[config.mk]
export PLATFORM = sky130hd
export DESIGN_NAME = pmu_cycle_counter
export DESIGN_NICKNAME = d
export VERILOG_FILES = /design/src/rtl/pmu_cycle_counter.sv
export SDC_FILE = /design/constraint.sdc
export NUM_CORES = 1
export LEC_CHECK = 0
export BUFFER_PORTS_ARGS = -buffer_cell sky130_fd_sc_hd__buf_2
export CAP_MARGIN = 20
export CELL_PAD_IN_SITES_DETAIL_PLACEMENT = 0
export CELL_PAD_IN_SITES_GLOBAL_PLACEMENT = 2
export CORE_ASPECT_RATIO = 1.4
export CORE_MARGIN = 2
export CORE_UTILIZATION = 32
export DETAILED_ROUTE_END_ITERATION = 16
export PLACE_DENSITY = 0.9
export SETUP_SLACK_MARGIN = 0.02
export SYNTH_ARGS = -nofsm -noshare
export SYNTH_HDL_FRONTEND = slang
export SYNTH_SLANG_ARGS = --single-unit
[constraint.sdc]
create_clock -name clk -period 6.6 [get_ports clk]
set_input_delay 0.33 -clock clk [delete_from_list [all_inputs] [get_ports clk]]
set_output_delay 0.33 -clock clk [all_outputs]
set_load 0.005 [all_outputs]
[src/rtl/pmu_cycle_counter.sv]
module pmu_cycle_counter #(
  parameter int WIDTH     = 64,
  parameter int SHORT_BIT = 31,
  parameter int PRESCALE  = 64
) (
  input  logic             clk,
  input  logic             rst_n,
  input  logic             cnt_en,
  input  logic             div64,
  input  logic             long_mode,
  input  logic             clr,
  input  logic             wr_en,
  input  logic [WIDTH-1:0] wr_data,
  output logic [WIDTH-1:0] count,
  output logic             ovf_set
);
  localparam int PW = $clog2(PRESCALE);
  localparam logic [PW-1:0] PRE_LAST = PW'(PRESCALE - 1);

  logic [PW-1:0]    pre_q;
  logic [WIDTH-1:0] cnt_q;
  logic [WIDTH-1:0] cnt_inc;
  logic             ovf_q;
  logic             tick;
  logic             wrap;

  assign tick    = cnt_en && (!div64 || pre_q == PRE_LAST);
  assign cnt_inc = cnt_q + WIDTH'(1);
  assign wrap    = long_mode ? (cnt_q[WIDTH-1] & ~cnt_inc[WIDTH-1])
                             : (cnt_q[SHORT_BIT] & ~cnt_inc[SHORT_BIT]);

  always_ff @(posedge clk or negedge rst_n) begin
    if (!rst_n) begin
      pre_q <= '0;
    end else if (clr) begin
      pre_q <= '0;
    end else if (cnt_en && div64) begin
      pre_q <= pre_q + PW'(1);
    end
  end

  always_ff @(posedge clk or negedge rst_n) begin
    if (!rst_n) begin
      cnt_q <= '0;
      ovf_q <= 1'b0;
    end else begin
      ovf_q <= 1'b0;
      if (clr) begin
        cnt_q <= '0;
      end else if (wr_en) begin
        cnt_q <= wr_data;
      end else if (tick) begin
        cnt_q <= cnt_inc;
        ovf_q <= wrap;
      end
    end
  end

  assign count   = cnt_q;
  assign ovf_set = ovf_q;
endmodule

==> results.cfg <==
[power_and_ir_drop]
p_leak_nw = 2.38
powerDensity_nw_per_um2 = 207
ir_drop_uv = 125

[yosys]
ys.flop_type = dfrtp_1
asyncSetResetFlopFracSynth_pct = 100
syn-num-nets = 627
avgSynthCellArea_um2 = 8.36
synth_area_um2 = 4610
ys_warn_count = 0
ys_types = 53
synth_seq_cells = 71
syn_inst = 552
synth_edf_count = 0
ys_seq_area_share_pct = 38.5

[floorplan]
core_um2 = 14000
pin_count = 136
die_y_um = 146
rows = 51
start_util_pct = 33.0
dieArea_um2 = 15400
die_w_um = 105

[sta]
fin_ws_ns = 3.27
fmax_ghz = 0.300
min_period_over_period_pct = 50.5
relSlewSlack_pct = 34.8
holdWs_ns = 0.210
fin_skew_ns = 0.0104
rsz0062_at_grt = no
tns_ns = 0
setup_viol = 0
report.final.slew_viol_count = 0
hold_viol = 0
worstMarginPinSlew_ns = 0.969
period_minus_slack_ns = 3.33

[clocking]
cts_tree = built
cts.sinks = 71
cts_max_level = 3
ctsResizeCount = 0
post_cts_buffers = 0
cts_hold_buf = 0
cts.path.max_buffers = 2
clk_pin_slew_ns = 0.06
clk_latency_ns = 0.34
numCtsBuffers = 9
root_buffer = clkbuf_16

[routing]
routed_wl_um = 16000
via_count = 4918
drt_iter0_markers = 242
via_per_inst = 5.72
drt_first_pass_iters = 5
drc_errors = 0
antenna_left = 0
wl_per_cell_um = 18.7

[setup_path]
worstSetupEndpointType = register
cp.arrival_ns = 3.54
start_kind = register
worstPathRequired_ns = 6.81
path_class = register to register
critPathMaxFanout = 18

[global_routing]
grt_pass1_vias = 4972
grt.total_usage_pct = 21.0
grt_pass1_wl_um = 25900
antenna_found_initial = 1
grt_max_degree = 72
grt_remaining_overflow = 0

[layout]
final_nets = 744
drive_gt1_share_pct = 25.1
fin_util_pct = 41.1
syn2layout_area_growth_pct = 24.6

[place]
pre_cts_ws_ns = 3.32
port_buffers = 135
gp_congestion = 0.926
hpwl_um = 11400

[worst_hold_path]
min_path_type = input pin to register

[outcome]
status = complete, no violations

[flow_run]
maxCapViolCount = 0
## worst max-delay path, cell delays in order (launching register included)
cell and delay [ns]:
dfrtp_1 0.46, nand4_2 0.27, nor4_1 0.76, nand4_1 0.80, or2_2 0.55, a2111oi_0 0.36
## kinds of logic after synthesis
| kind of cell | Yosys count | share of synthesized area, % |
|---|---|---|
| compound gates | 106 | 17.0 |
| xor+xnor | 28 | 5.31 |
| fa+ha+maj | 4 | 1.08 |
| buf+inv | 57 | 4.88 |
| flops | 71 | 38.5 |
| mux | 2 | 0.434 |
| simple gates | 284 | 32.8 |
## metrics by stage
| stage | area [um2] | std cells | power (W) |
|---|---|---|---|
| final | 5750 | 860 | 0.00119 |
| after global routing | 5740 | 858 | 0.00124 |
| after CTS | 5740 | 858 | 0.00120 |
| after detailed placement | 5430 | 843 | 0.000668 |
| after global placement | 5430 | 843 | 0.000665 |
| after floorplan | 4610 | 552 | 0.000579 |
## placed cells by master (no fill, tap or decap), types with 5 or more instances in the layout
cell type	n
a2111oi_0	7
a211oi_1	23
a21oi_1	9
a311oi_1	15
and3_1	6
buf_2	135
buf_4	6
clkbuf_16	9
dfrtp_1	71
inv_1	21
nand2_1	53
nand3_1	30
nand4_1	34
nor2_1	68
nor3_1	11
nor3b_1	5
nor4_1	23
nor4b_1	11
o21ai_0	20
o31a_1	6
or2_2	6
or3_1	14
or4_1	6
xnor2_1	19
xor2_1	9
## synthesized netlist by cell type (all sizes together) (2+ instances only)
cell type  number  area share, %
a2111oi        10            2.1
o22ai           2           0.27
o21a            4           0.65
nand3          30            3.3
ha              4            1.1
buf             6           0.68
a311oi         15            2.8
nor2           68            5.5
or2             6           0.81
nand4          36            5.2
inv            22            1.8
nor4           24            3.4
xnor2          19            3.6
mux2i           2           0.43
nor3b           5           0.81
clkbuf         29            2.4
xor2            9            1.7
and4            4           0.76
o21ai          20            2.2
or4             7            1.2
a221oi          2           0.38
o21bai          2           0.33
o211ai          4           0.65
and3            6           0.81
a211oi         23            3.7
o31a            6            1.1
o311a           3           0.65
nor3           11            1.2
and2            4           0.54
a21oi           9           0.98
nor4b          11            2.1
dfrtp          71             39
nand2          53            4.3
or3            14            1.9
## report_power, final
group	total, W	switching [W]	internal [W]	leakage (nW)
Clock	0.000531	0.000193	0.000338	0.155
Sequential	0.000506	0.0000441	0.000461	0.932
Combinational	0.000154	0.0000850	0.0000686	1.29
## sequential cells by signal, indices dropped and copies added, names as in the netlist
register,cells
pre_q,6
ovf_set,1
count,64
## layer usage
| layer | track usage (%) | vias to the layer above | routed length (um) |
|---|---|---|---|
| li1 | - | 2328 | - |
| met1 | 25.6 | 2400 | 6560 |
| met2 | 35.5 | 171 | 8110 |
| met3 | 5.89 | 19 | 1160 |
| met4 | 6.78 | 0 | 209 |
| met5 | 0 | - | 0 |
## worst paths after layout
kind                             startpoint   endpoint  slack [ns]  cells past startpoint
worst max-delay path              count[16]  count[43]        3.27                      5
worst min register to register     pre_q[5]   pre_q[5]        0.54                      2
worst max register to register    count[16]  count[43]        3.27                      5
max in group asynchronous             rst_n  count[47]        5.75                      2
worst min-delay path            wr_data[45]  count[45]        0.21                      3
min in group asynchronous             rst_n  count[18]        0.23                      2
## area by class of cell
| class | instances | area [um2] |
|---|---|---|
| fillers | 1435 | 8230 |
| inverters | 22 | 82.6 |
| well taps | 185 | 231 |
| multi-input cells | 424 | 2620 |
| flip-flops and latches | 71 | 1780 |
| repair buffers | 141 | 721 |
| diodes | 2 | 5.00 |
| clock inverters | 4 | 70.1 |
| clock buffers | 11 | 243 |
(Power assumes the default switching activity.)
